==> src/rtl/rsfifo_pkg.sv <==
package rsfifo_pkg;
  localparam int CLR_UNDER_BIT = 0;
  localparam int CLR_OVER_BIT  = 1;
  localparam int CLR_W         = 2;
endpackage

==> src/rtl/rsfifo_mem.sv <==
module rsfifo_mem #(
  parameter int DATA_W = 16,
  parameter int DEPTH  = 8,
  localparam int PTR_W = (DEPTH > 1) ? $clog2(DEPTH) : 1
) (
  input  logic              clk,
  input  logic              we,
  input  logic [PTR_W-1:0]  waddr,
  input  logic [DATA_W-1:0] wdata,
  input  logic              re,
  input  logic [PTR_W-1:0]  raddr,
  output logic [DATA_W-1:0] q
);
  logic [DATA_W-1:0] ram [DEPTH];

  // read-before-write: a full-queue read and write to the same slot returns old data
  always_ff @(posedge clk) begin
    if (we) ram[waddr] <= wdata;
    if (re) q <= ram[raddr];
  end
endmodule

==> src/rtl/rsfifo_ptr.sv <==
module rsfifo_ptr #(
  parameter int DEPTH  = 8,
  localparam int PTR_W = (DEPTH > 1) ? $clog2(DEPTH) : 1,
  localparam int LVL_W = $clog2(DEPTH + 1)
) (
  input  logic             clk,
  input  logic             rst,
  input  logic             push,
  input  logic             pop,
  output logic [PTR_W-1:0] waddr,
  output logic [PTR_W-1:0] raddr,
  output logic [LVL_W-1:0] level
);
  localparam logic [PTR_W-1:0] LAST = PTR_W'(DEPTH - 1);

  function automatic logic [PTR_W-1:0] bump(input logic [PTR_W-1:0] p);
    return (p == LAST) ? '0 : p + 1'b1;
  endfunction

  always_ff @(posedge clk) begin
    if (rst) begin
      waddr <= '0;
      raddr <= '0;
      level <= '0;
    end else begin
      if (push) waddr <= bump(waddr);
      if (pop)  raddr <= bump(raddr);
      case ({push, pop})
        2'b10:   level <= level + 1'b1;
        2'b01:   level <= level - 1'b1;
        default: level <= level;
      endcase
    end
  end
endmodule

==> src/rtl/rsfifo_flags.sv <==
module rsfifo_flags #(
  parameter int DEPTH  = 8,
  localparam int LVL_W = $clog2(DEPTH + 1)
) (
  input  logic             clk,
  input  logic             rst,
  input  logic             under_evt,
  input  logic             over_evt,
  input  logic             room_evt,
  input  logic             clr_under,
  input  logic             clr_over,
  input  logic             over_en,
  output logic             flag_under,
  output logic             flag_over
);
  logic auto_clr;
  assign auto_clr = !over_en && room_evt;

  always_ff @(posedge clk) begin
    if (rst) begin
      flag_under <= 1'b0;
      flag_over  <= 1'b0;
    end else begin
      flag_under <= under_evt | (flag_under & ~clr_under);
      flag_over  <= over_evt  | (flag_over & ~(clr_over | auto_clr));
    end
  end
endmodule

==> src/rtl/rsfifo_top.sv <==
module rsfifo_top #(
  parameter int DATA_W = 16,
  parameter int DEPTH  = 8,
  localparam int LVL_W = $clog2(DEPTH + 1)
) (
  input  logic              clk,
  input  logic              rst,
  input  logic              prod_valid,
  input  logic [DATA_W-1:0] prod_data,
  output logic              prod_stall,
  input  logic              rd_en,
  output logic [DATA_W-1:0] rd_data,
  input  logic              stat_wr,
  input  logic [1:0]        stat_clr,
  input  logic              under_en,
  input  logic              over_en,
  output logic              flag_under,
  output logic              flag_over,
  output logic              irq,
  output logic [LVL_W-1:0]  level
);
  import rsfifo_pkg::*;
  localparam int PTR_W = (DEPTH > 1) ? $clog2(DEPTH) : 1;
  localparam logic [LVL_W-1:0] FULL_LVL = LVL_W'(DEPTH);

  logic              hold_v;
  logic [DATA_W-1:0] hold_d;
  logic              halted, accept, empty, full, pop, push, cand_v;
  logic [DATA_W-1:0] cand_d, mem_q;
  logic [PTR_W-1:0]  waddr, raddr;
  logic              zero_sel;

  assign halted     = flag_over & over_en;
  assign prod_stall = hold_v | halted;
  assign accept     = prod_valid & ~prod_stall;
  assign empty      = (level == '0);
  assign full       = (level == FULL_LVL);
  assign pop        = rd_en & ~empty;
  assign cand_v     = hold_v | accept;
  assign cand_d     = hold_v ? hold_d : prod_data;
  assign push       = cand_v & ~halted & (~full | pop);

  always_ff @(posedge clk) begin
    if (rst) begin
      hold_v <= 1'b0;
      hold_d <= '0;
    end else if (accept && !push) begin
      hold_v <= 1'b1;
      hold_d <= prod_data;
    end else if (hold_v && push) begin
      hold_v <= 1'b0;
    end
  end

  rsfifo_ptr #(.DEPTH(DEPTH)) ptr_i (
    .clk(clk), .rst(rst), .push(push), .pop(pop),
    .waddr(waddr), .raddr(raddr), .level(level)
  );

  rsfifo_mem #(.DATA_W(DATA_W), .DEPTH(DEPTH)) mem_i (
    .clk(clk), .we(push), .waddr(waddr), .wdata(cand_d),
    .re(pop), .raddr(raddr), .q(mem_q)
  );

  always_ff @(posedge clk) begin
    if (rst)        zero_sel <= 1'b1;
    else if (rd_en) zero_sel <= empty;
  end
  assign rd_data = zero_sel ? '0 : mem_q;

  rsfifo_flags #(.DEPTH(DEPTH)) flags_i (
    .clk(clk), .rst(rst),
    .under_evt(rd_en & empty),
    .over_evt(accept & full & ~pop),
    .room_evt(~full | pop),
    .clr_under(stat_wr & stat_clr[CLR_UNDER_BIT]),
    .clr_over(stat_wr & stat_clr[CLR_OVER_BIT]),
    .over_en(over_en),
    .flag_under(flag_under), .flag_over(flag_over)
  );

  assign irq = (flag_under & under_en) | (flag_over & over_en);
endmodule

==> config.mk <==
export PLATFORM = sky130hd
export DESIGN_NAME = rsfifo_top
export DESIGN_NICKNAME = d
export VERILOG_FILES = /design/src/rtl/rsfifo_pkg.sv /design/src/rtl/rsfifo_mem.sv /design/src/rtl/rsfifo_ptr.sv /design/src/rtl/rsfifo_flags.sv /design/src/rtl/rsfifo_top.sv
export SDC_FILE = /design/constraint.sdc
export NUM_CORES = 1
export LEC_CHECK = 0
export BUFFER_PORTS_ARGS = -buffer_cell sky130_fd_sc_hd__buf_2
export CAP_MARGIN = 30
export CELL_PAD_IN_SITES_DETAIL_PLACEMENT = 1
export CELL_PAD_IN_SITES_GLOBAL_PLACEMENT = 1
export CORE_MARGIN = 2
export CORE_UTILIZATION = 56
export DETAILED_ROUTE_END_ITERATION = 7
export PLACE_DENSITY_LB_ADDON = 0.1
export SYNTH_ARGS = -nofsm -noshare
export SYNTH_HDL_FRONTEND = slang
export SYNTH_HIERARCHICAL = 1
export SYNTH_SLANG_ARGS = --single-unit
==> constraint.sdc <==
create_clock -name clk -period 5.05 [get_ports clk]
set_input_delay 0.505 -clock clk [delete_from_list [all_inputs] [get_ports clk]]
set_output_delay 0.505 -clock clk [all_outputs]
set_load 0.01 [all_outputs]
== Word-level counts from Yosys, hierarchy flattened ==
Memory sizes are Yosys's and may differ from the RTL's. A register that Yosys moved wholly into a read port is not among the register bits.
Cells that the tools add are included.
Widths: inputs -> output; s select.

* Reductions and logical operators: 8
* Bitwise gates (word level): 27
* Equal/unequal tests: 5
* Muxes and demuxes: 9
* $add $sub $neg: 4

{| class="wikitable"
|+ Operators with widths
! cell !! number
|-
| $mux 16 || 2
|-
| $and 1x1->1 || 13
|-
| $pmux 4 s2 || 1
|-
| $not 1->1 || 7
|-
| $or 1x1->1 || 7
|-
| $add 3x1->3 const B || 2
|-
| $eq 3x3->1 const B || 2
|-
| $mux 3 || 2
|-
| $add 4x1->4 const B || 1
|-
| $eq 4x4->1 const B || 1
|-
| $logic_not 4->1 || 1
|-
| $mux 1 || 4
|-
| $reduce_bool 2->1 || 2
|-
| $sub 4x1->4 const B || 1
|-
| $logic_and 1x1->1 || 3
|-
| $eq 2x1->1 const B || 1
|-
| $eq 2x2->1 const B || 1
|-
| $logic_not 1->1 || 2
|}

* Memories kept: 1
* Output and inout port bits: 24
* Register bits after elaboration: 30
* Bits of input ports: 25
* Word-level logic and storage cells: 62
* RAM bits: 128

{| class="wikitable"
|+ Memories
! name !! words !! bits a word !! rd ports !! clocked after memory_dff !! wr ports !! line !! source
|-
| mem_i.ram || 8 || 16 || 1 || 1 || 1 || rsfifo_mem.sv:14 || <nowiki>logic [DATA_W-1:0] ram [DEPTH];</nowiki>
|}

== Depth between registers and ports, before layout ==
Gate-level depths: netlist of run 1.

* Depth in word-level cells: 10
* Mapped depth: 11
* Depth with buffers taken out: 11

== Cells and area by module ==
Netlist of run 1, hierarchy kept.

{| class="wikitable"
|+ Modules (own cells, without submodules)
! module !! area each (um2) !! times used !! sequential area each (um2) !! cells an instance
|-
| rsfifo_mem || 5,454.0 || 1 || 4,324.1 || 214
|-
| rsfifo_top || 1,176.1 || 1 || 360.3 || 125
|-
| rsfifo_ptr || 514.2 || 1 || 200.2 || 53
|-
| rsfifo_flags || 72.6 || 1 || 40.0 || 9
|}

== Worst setup path before layout of run 1 ==
Ideal clock, no wire load.

* Kind: register to register
* From: register ptr_i.level[1]
* To: register ptr_i.level[2]
* Path buffers: 0
* Data required time: 4.979 ns
* Path slack: 2.090 ns
* Period minus slack after synthesis: 2.960 ns
* Setup time: 0.071 ns
* Cell stages (with the launch flop): 10
* Data arrival time: 2.889 ns
* Cell sequence: dfxtp_1 -> nor4_1 -> nor2_1 -> ha_1 -> xor2_1 -> ha_1 -> a21oi_1 -> xor2_1 -> or3_1 -> a21oi_1

* Longest elaborated chain between the ends: 7
* Elaborated cells on any way between the ends: 13
* Those cells by class: add/sub: 2; eq/ne: 3; mux: 1; bitwise: 5; reduce/logical: 2

{| class="wikitable"
|+ RTL lines
! item !! line !! source
|-
| from (decl) || rsfifo_ptr.sv:12 || <nowiki>output logic [LVL_W-1:0] level</nowiki>
|-
| from (signal assigned) || rsfifo_ptr.sv:29 || <nowiki>2'b10: level <= level + 1'b1;</nowiki>
|-
| from (signal assigned) || rsfifo_ptr.sv:30 || <nowiki>2'b01: level <= level - 1'b1;</nowiki>
|-
| from (signal assigned) || rsfifo_ptr.sv:31 || <nowiki>default: level <= level;</nowiki>
|-
| $logic_not 4->1 (*) || rsfifo_top.sv:36 || <nowiki>assign empty = (level == '0);</nowiki>
|-
| $not 1->1 (*) || rsfifo_top.sv:38 || <nowiki>assign pop = rd_en & ~empty;</nowiki>
|-
| $and 1x1->1 (*) || rsfifo_top.sv:38 ||
|-
| via pop || rsfifo_top.sv:28 || <nowiki>logic halted, accept, empty, full, pop, push, cand_v;</nowiki>
|-
| $or 1x1->1 || rsfifo_top.sv:41 || <nowiki>assign push = cand_v & ~halted & (~full | pop);</nowiki>
|-
| $and 1x1->1 || rsfifo_top.sv:41 ||
|-
| $eq 2x1->1 / $eq 2x2->1 (equally long branches) || rsfifo_ptr.sv:28 || <nowiki>case ({push, pop})</nowiki>
|-
| $pmux 4 s2 / $reduce_bool 2->1 (equally long branches) || n/a ||
|}

The timed path passes the listed nets; every way through them passes the cells marked *.
A chain may end at the register's enable or synchronous reset.

== Worst setup path after layout of run 1 ==
* From: register hold_v
* To: register ptr_i.level[2]

* Longest elaborated chain between the ends: 8
* Elaborated cells on any way between the ends: 10
* Those cells by class: eq/ne: 2; mux: 1; bitwise: 6; reduce/logical: 1

{| class="wikitable"
|+ RTL lines
! item !! line !! source
|-
| from (decl) || rsfifo_top.sv:26 || <nowiki>logic hold_v;</nowiki>
|-
| from (signal assigned) || rsfifo_top.sv:45 || <nowiki>hold_v <= 1'b0;</nowiki>
|-
| from (signal assigned) || rsfifo_top.sv:48 || <nowiki>hold_v <= 1'b1;</nowiki>
|-
| from (signal assigned) || rsfifo_top.sv:51 || <nowiki>hold_v <= 1'b0;</nowiki>
|-
| $or 1x1->1 || rsfifo_top.sv:34 || <nowiki>assign prod_stall = hold_v | halted;</nowiki>
|-
| $not 1->1 || rsfifo_top.sv:35 || <nowiki>assign accept = prod_valid & ~prod_stall;</nowiki>
|-
| $and 1x1->1 || rsfifo_top.sv:35 ||
|-
| $or 1x1->1 (*) || rsfifo_top.sv:39 || <nowiki>assign cand_v = hold_v | accept;</nowiki>
|-
| $and 1x1->1 (*) (2 in a row) || rsfifo_top.sv:41 ||
|-
| via push || rsfifo_top.sv:28 ||
|-
| $eq 2x1->1 / $eq 2x2->1 (equally long branches) || rsfifo_ptr.sv:28 ||
|-
| $pmux 4 s2 / $reduce_bool 2->1 (equally long branches) || n/a ||
|}

Marked as above.

==> run summary, run 1 <==
yosys warns: 6
synthesis-stage register bit count: 174
hold_buf cts: 0
setup violators final: 0
die area: 0.01381 mm2
final std cells w/o fill: 642
Worst VDD drop: 0.2751 mV
post-cts sizing count: 0
n_diodes: 0
cell taking the most area after synthesis: edfxtp_1
Crit. End Element: flip-flop
worst skew pair latency: 430 ps
sw power: 930.5 uW
TNS Setup: 0 ps
maxcap violations: 0
Post-synth EDFFs: 144
via count: 3633
# rows: 41
Area growth syn-to-layout: 14.65%
Post-DRT Antenna Nets: 0
Comb pwr share: 16.6%
mean routed wirelength per cell: 22.19 um
Synth top area share: 59.92%
DRC viols: 0
fin util: 65.57%
share of async-settable or async-resettable flops after synthesis: 0%
gr ovfl total: 0
Net Sw Frac: 25.12%
most frequent cells in the layout: edfxtp_1, buf_2, nand2b_1
clock slew at reported path FFs: 70 ps
CP Data Arrival Time: 3230 ps
post-synthesis sequential area ratio: 68.24%
Max Buffers Root-to-Sink: 2
Power per Cell Area: 447.8 mW/mm2
Tcrit/Tclk final: 57.03%
Die X-Extent: 117.5 um
Post-Syn Area: 0.007217 mm2
hold crit path type: input pin to flip-flop
share of total power in the clock network: 35.5%
router iterations before antenna repair: 5
final estimated routing congestion in global placement: 0.7090
Final nets: 489
Crit Path Max Fanout: 20
core area: 0.01262 mm2
initial antenna violation count: 0
First DRT Iteration DRCs: 232
boundary pin count: 49
Syn Nets: 433
final WL: 14250 um
Placed Cells: 606
CTS tree: yes
CP Data Required Time: 5400 ps
Max Clock Skew: 11.52 ps
first-pass GRT wire length: 22160 um
internal power: 2.774 mW
commonest non-fill, non-tap cell in the layout: edfxtp_1
input/output buffers: 48
clock tree root buffer cell: clkbuf_16
Post-Syn Area per Cell: 18.00 um2
Peak Freq: 347.2 MHz
Die Y: 117.5 um
Post-synth top flop: edfxtp_1
Crit Path Category: flip-flop to flip-flop
post-detail-place hpwl: 8893 um
total track usage: 21.93%
Cells after Synth: 401
Yosys cell types: 36
layout cell share with drive strength beyond 1: 28.30%
final hold vios: 0
Flop pwr share: 47.9%
CP Launch Type: flip-flop
RSZ-0062 raised after global routing: no
top cells by area, synth: edfxtp_1, mux4_1, dfxtp_1, mux2_2, nand2b_1
vias in the first global route: 3897
TritonCTS Buffers: 17
Initial Util: 57.19%
relative slew slack: 32.60%
max-slew violation count: 0
outcome: complete, no violations
H-tree levels: 4
vias per cell: 5.659
Worst-Margin Slew: 1010 ps
largest net degree at the start of global routing: 48
minimum clock period: 2880 ps
Leakage: 2.851 nW
Fill cells: 1138
setup bufs post-CTS: 0
Sink Count: 174
[final timing paths]
check	startpoint	endpoint	slack, ps	cells past startpoint
setup / recovery	hold_v$_SDFFE_PP0P_	ptr_i/level[2]$_SDFFE_PP0P_	2170	9
hold / removal	prod_data[9]	hold_d[9]$_SDFFE_PP0P_	340	3
setup reg to reg	hold_v$_SDFFE_PP0P_	ptr_i/level[2]$_SDFFE_PP0P_	2170	9
hold reg to reg	hold_d[9]$_SDFFE_PP0P_	hold_d[9]$_SDFFE_PP0P_	470	2
[power by group through the flow]
stage | combinational (mW) | clock (mW) | sequential (mW)
global placement | 0.594 | 0 | 1.80
CTS | 0.625 | 1.33 | 1.78
detailed placement | 0.620 | 0 | 1.81
floorplan | 0.468 | 0 | 1.77
global route | 0.672 | 1.39 | 1.79
finish | 0.616 | 1.31 | 1.77
[through the flow]
step | cell area (um2) | total power [mW] | hold WS (ps) | worst slack [ps]
after CTS | 8225 | 3.734 | 332.7 | 2162
after global routing | 8274 | 3.848 | 350.6 | 1965
final | 8274 | 3.705 | 335.6 | 2170
after detailed placement | 7631 | 2.426 | 466.2 | 2204
after floorplan | 7217 | 2.242 | 445.2 | 2090
after global placement | 7604 | 2.391 | 454.7 | 2319
[state kept, by name, summed over array words and instances (netlist names)]
signal and flops:
mem_i/ram 128, hold_d 16, mem_i/q 16, ptr_i/level 4
ptr_i/raddr 3, ptr_i/waddr 3, flags_i/flag_over 1, flags_i/flag_under 1
hold_v 1, zero_sel 1
[kinds of logic after synthesis]
logic type / count (synthesis) / synth area share, %
flops: 174 / 68.24
mux: 87 / 19.69
buf+inv: 22 / 1.942
xor+xnor: 3 / 0.3641
simple gates: 94 / 7.282
compound gates: 14 / 1.266
fa+ha+maj: 7 / 1.214
[cell type report]
| class | instances | area, um2 | share of cell area, % |
|---|---|---|---|
| Sequential cell | 174 | 4926 | 59.53 |
| Multi-Input combinational cell | 205 | 2192 | 26.49 |
| Clock buffer | 17 | 425.4 | 5.141 |
| Timing Repair Buffer | 55 | 331.6 | 4.007 |
| Tap cell | 172 | 215.2 | 2.601 |
| Clock inverter | 15 | 168.9 | 2.041 |
| Inverter | 4 | 15.01 | 0.1815 |
[worst max-delay path: stages (launching register included)]
cell	delay, ps
dfxtp_1	910
o211a_1	400
inv_1	130
ha_1	270
xor2_1	170
ha_1	190
a21oi_1	170
xor2_1	110
or3_1	310
a21oi_1	130
[metal layers]
layer	track usage, %	vias up	share of wire [%]
met5	0	-	0
met4	7.304	0	1.4
met3	4.554	16	3.8
met2	36.59	88	50
met1	29.14	1852	44
li1	-	1677	-
[synth_stat cells, types with 2 or more instances]
master / number
buf_1: 3
nor2b_1: 18
nand2_1: 7
mux4_1: 28
buf_6: 5
edfxtp_1: 144
buf_2: 2
xor2_1: 3
and2_1: 3
inv_1: 4
a21oi_1: 5
o21ai_0: 2
nor2_1: 20
mux2i_1: 22
clkbuf_1: 6
mux2_2: 32
dfxtp_1: 30
mux4_2: 4
ha_1: 7
nor3_1: 3
nand2b_1: 38
Power figures use the tool's default switching activity.
==> run 2, diff against run 1 <==
- CORE_UTILIZATION: 56 -> 47
- clock period: 5.05 -> 2.33 ns (I/O delays scaled with it)
==> run 2 against run 1 <==
Against the previous run:
- sequential cell count unchanged
- clock power is 110% higher
- critical path depth up 2
- maximum frequency grew 31%
- wire length rose by 1.7%
- core utilization fell by 10 points
- count of clock-buffer cells in the layout is 2 higher
- cell area increased by 0.91%
- largest power group unchanged
==> run summary, run 2 (synthesis results as in run 1) <==
outcome: complete, no violations (unchanged)
Slowest cell on crit path: dfxtp_1 (unchanged)
Worst-Margin Slew: 720.9 ps (was 1010 ps)
Reg with most FFs: mem_i/ram (unchanged)
vias per cell: 5.478 (was 5.659)
RSZ-0062 raised after global routing: no (unchanged)
First DRT Iteration DRCs: 280 (was 232)
HP Start: prod_data[13] (was prod_data[9])
max-slew violation count: 0 (unchanged)
CP top delay family: simple AND/OR/NAND/NOR gates (was flip-flops)
Area growth syn-to-layout: 15.69% (was 14.65%)
worst r2r src: ptr_i/level[2]$_SDFFE_PP0P_ (was hold_v$_SDFFE_PP0P_)
TNS Setup: 0 ps (unchanged)
Die X-Extent: 127.9 um (was 117.5 um)
max FFs per register: 128 (unchanged)
r2r worst-path depth: 11 (was 9)
Max Buffers Root-to-Sink: 2 (unchanged)
gr ovfl total: 0 (unchanged)
DRC viols: 0 (unchanged)
Sink Count: 174 (unchanged)
Worst VDD drop: 0.5381 mV (was 0.2751 mV)
share of total power in the clock network: 34.8% (was 35.5%)
Hold Path Stages: 3 (unchanged)
Power per Cell Area: 969.5 mW/mm2 (was 447.8 mW/mm2)
CP Data Required Time: 2680 ps (was 5400 ps)
mean routed wirelength per cell: 21.55 um (was 22.19 um)
CTS tree: yes (unchanged)
first-pass GRT wire length: 22790 um (was 22160 um)
Max stage delay on crit path: 340 ps (was 910 ps)
Cell Chain, Critical Path: nor3_2 > nand2_1 > o211a_1 > inv_2 > ha_4 > xor2_1 > ha_1 > a21oi_1 > xor2_1 > or3_1 > a21oi_1 (was o211a_1 > inv_1 > ha_1 > xor2_1 > ha_1 > a21oi_1 > xor2_1 > or3_1 > a21oi_1)
final estimated routing congestion in global placement: 0.7577 (was 0.7090)
design area: 0.008349 mm2 (was 0.008274 mm2)
# rows: 45 (was 41)
Fill cells: 1401 (was 1138)
reg-to-reg slack, setup: 140 ps (was 2170 ps)
hold crit path type: input pin to flip-flop (unchanged)
worst skew pair latency: 420 ps (was 430 ps)
final hold vios: 0 (unchanged)
Max Clock Skew: 8.548 ps (was 11.52 ps)
H-tree levels: 4 (unchanged)
input/output buffers: 48 (unchanged)
Post-DRT Antenna Nets: 0 (unchanged)
largest net degree at the start of global routing: 48 (unchanged)
CP Data Arrival Time: 2540 ps (was 3230 ps)
WHS: 74.49 ps (was 335.6 ps)
WHS Endpoint: hold_d[13]$_SDFFE_PP0P_ (was hold_d[9]$_SDFFE_PP0P_)
maxcap violations: 0 (unchanged)
relative slew slack: 51.94% (was 32.60%)
worst r2r dst: ptr_i/level[2]$_SDFFE_PP0P_ (unchanged)
clock tree root buffer cell: clkbuf_16 (unchanged)
Flop pwr share: 46.6% (was 47.9%)
n_diodes: 0 (unchanged)
Crit Path Max Fanout: 5 (was 20)
Die Y: 127.9 um (was 117.5 um)
Comb pwr share: 18.6% (was 16.6%)
post-detail-place hpwl: 8596 um (was 8893 um)
commonest non-fill, non-tap cell in the layout: edfxtp_1 (unchanged)
final WL: 14480 um (was 14250 um)
Net Sw Frac: 24.75% (was 25.12%)
Tcrit/Tclk final: 94.03% (was 57.03%)
minimum clock period: 2191 ps (was 2880 ps)
internal power: 6.091 mW (was 2.774 mW)
sw power: 2.004 mW (was 930.5 uW)
Peak Freq: 456.4 MHz (was 347.2 MHz)
setup violators final: 0 (unchanged)
via count: 3681 (was 3633)
core area: 0.01509 mm2 (was 0.01262 mm2)
die area: 0.01636 mm2 (was 0.01381 mm2)
dpl cell area: 0.007747 mm2 (was 0.007631 mm2)
vias in the first global route: 3955 (was 3897)
most frequent cells in the layout: edfxtp_1, buf_2, nand2b_1 (unchanged)
Initial Util: 47.83% (was 57.19%)
layout cell share with drive strength beyond 1: 29.34% (was 28.30%)
Final nets: 503 (was 489)
total track usage: 19.29% (was 21.93%)
Regs by FF count: mem_i/ram (128), hold_d (16), mem_i/q (16) (unchanged)
initial antenna violation count: 1 (was 0)
Crit Path Category: flip-flop to flip-flop (unchanged)
clock slew at reported path FFs: 60 ps (was 70 ps)
router iterations before antenna repair: 5 (unchanged)
Buf/Inv on CP: 1 (unchanged)
TritonCTS Buffers: 17 (unchanged)
Crit. End Element: flip-flop (unchanged)
CP Launch Type: flip-flop (unchanged)
boundary pin count: 49 (unchanged)
Leakage: 2.923 nW (was 2.851 nW)
[run 2: worst max path at each step]
stage                                 from                           to  slack [ps]  cells past startpoint
2_1_floorplan  ptr_i/level[1]$_SDFFE_PP0P_  ptr_i/level[2]$_SDFFE_PP0P_        -110                      9
3_3_place_gp   ptr_i/level[3]$_SDFFE_PP0P_  ptr_i/level[2]$_SDFFE_PP0P_         160                     11
3_5_place_dp   ptr_i/level[3]$_SDFFE_PP0P_  ptr_i/level[2]$_SDFFE_PP0P_          10                     11
4_1_cts        ptr_i/level[3]$_SDFFE_PP0P_  ptr_i/level[2]$_SDFFE_PP0P_          30                     11
5_1_grt        ptr_i/level[2]$_SDFFE_PP0P_  ptr_i/level[2]$_SDFFE_PP0P_          40                     11
6_report       ptr_i/level[2]$_SDFFE_PP0P_  ptr_i/level[2]$_SDFFE_PP0P_         140                     11
[run 2: repair_timing]
action	in CTS	in global routing
pin swaps	0	2
setup endpoints to repair	1	1
resized for setup	1	3
hold buffers	0	0
buffers inserted	0	1
[run 2: stage by stage]
stage | setup WS, ps | total power, mW | util (%) | std cells
2_1_floorplan | -108.8 | 4.872 | - | 401
3_3_place_gp | 160.8 | 5.286 | 51.34 | 639
3_5_place_dp | 11.33 | 5.354 | 51.34 | 639
4_1_cts | 30.26 | 8.169 | 55.21 | 671
5_1_grt | 38.77 | 8.427 | 55.33 | 672
6_report | 139.1 | 8.094 | 55.33 | 672
[run 2: power groups by stage]
stage	clock (mW)	combinational (mW)	sequential, mW
after floorplan	0	1.03	3.84
after global placement	0	1.47	3.82
after detailed placement	0	1.52	3.84
after CTS	2.86	1.53	3.77
after global routing	2.98	1.65	3.79
final	2.81	1.51	3.77
[run 2: tightest hold or removal path, delay by kind of cell]
kind | cells | cell delay (ps)
and+or+nand+nor | 1 | 60
buffers and inverters | 1 | 100
muxes | 1 | 60
[run 2: routing by layer]
metal  vias up  wire length [um]  GRT usage [%]
met3        19               596          4.758
met4         2               226          6.852
li1       1705                 -              -
met1      1873              6394          24.86
met2        82              7255          32.12
met5         -                11              0
[run 2: cell type report]
cell class                 count  area [um2]  share of cell area (%)
inverter                       4       15.01                  0.1798
sequential                   174        4926                   59.00
clock inverter                13       147.6                   1.768
tap                          188       235.2                   2.817
multi-input combinational    205        2182                   26.14
clock buffer                  19       432.9                   5.185
timing repair buffer          69       410.4                   4.915
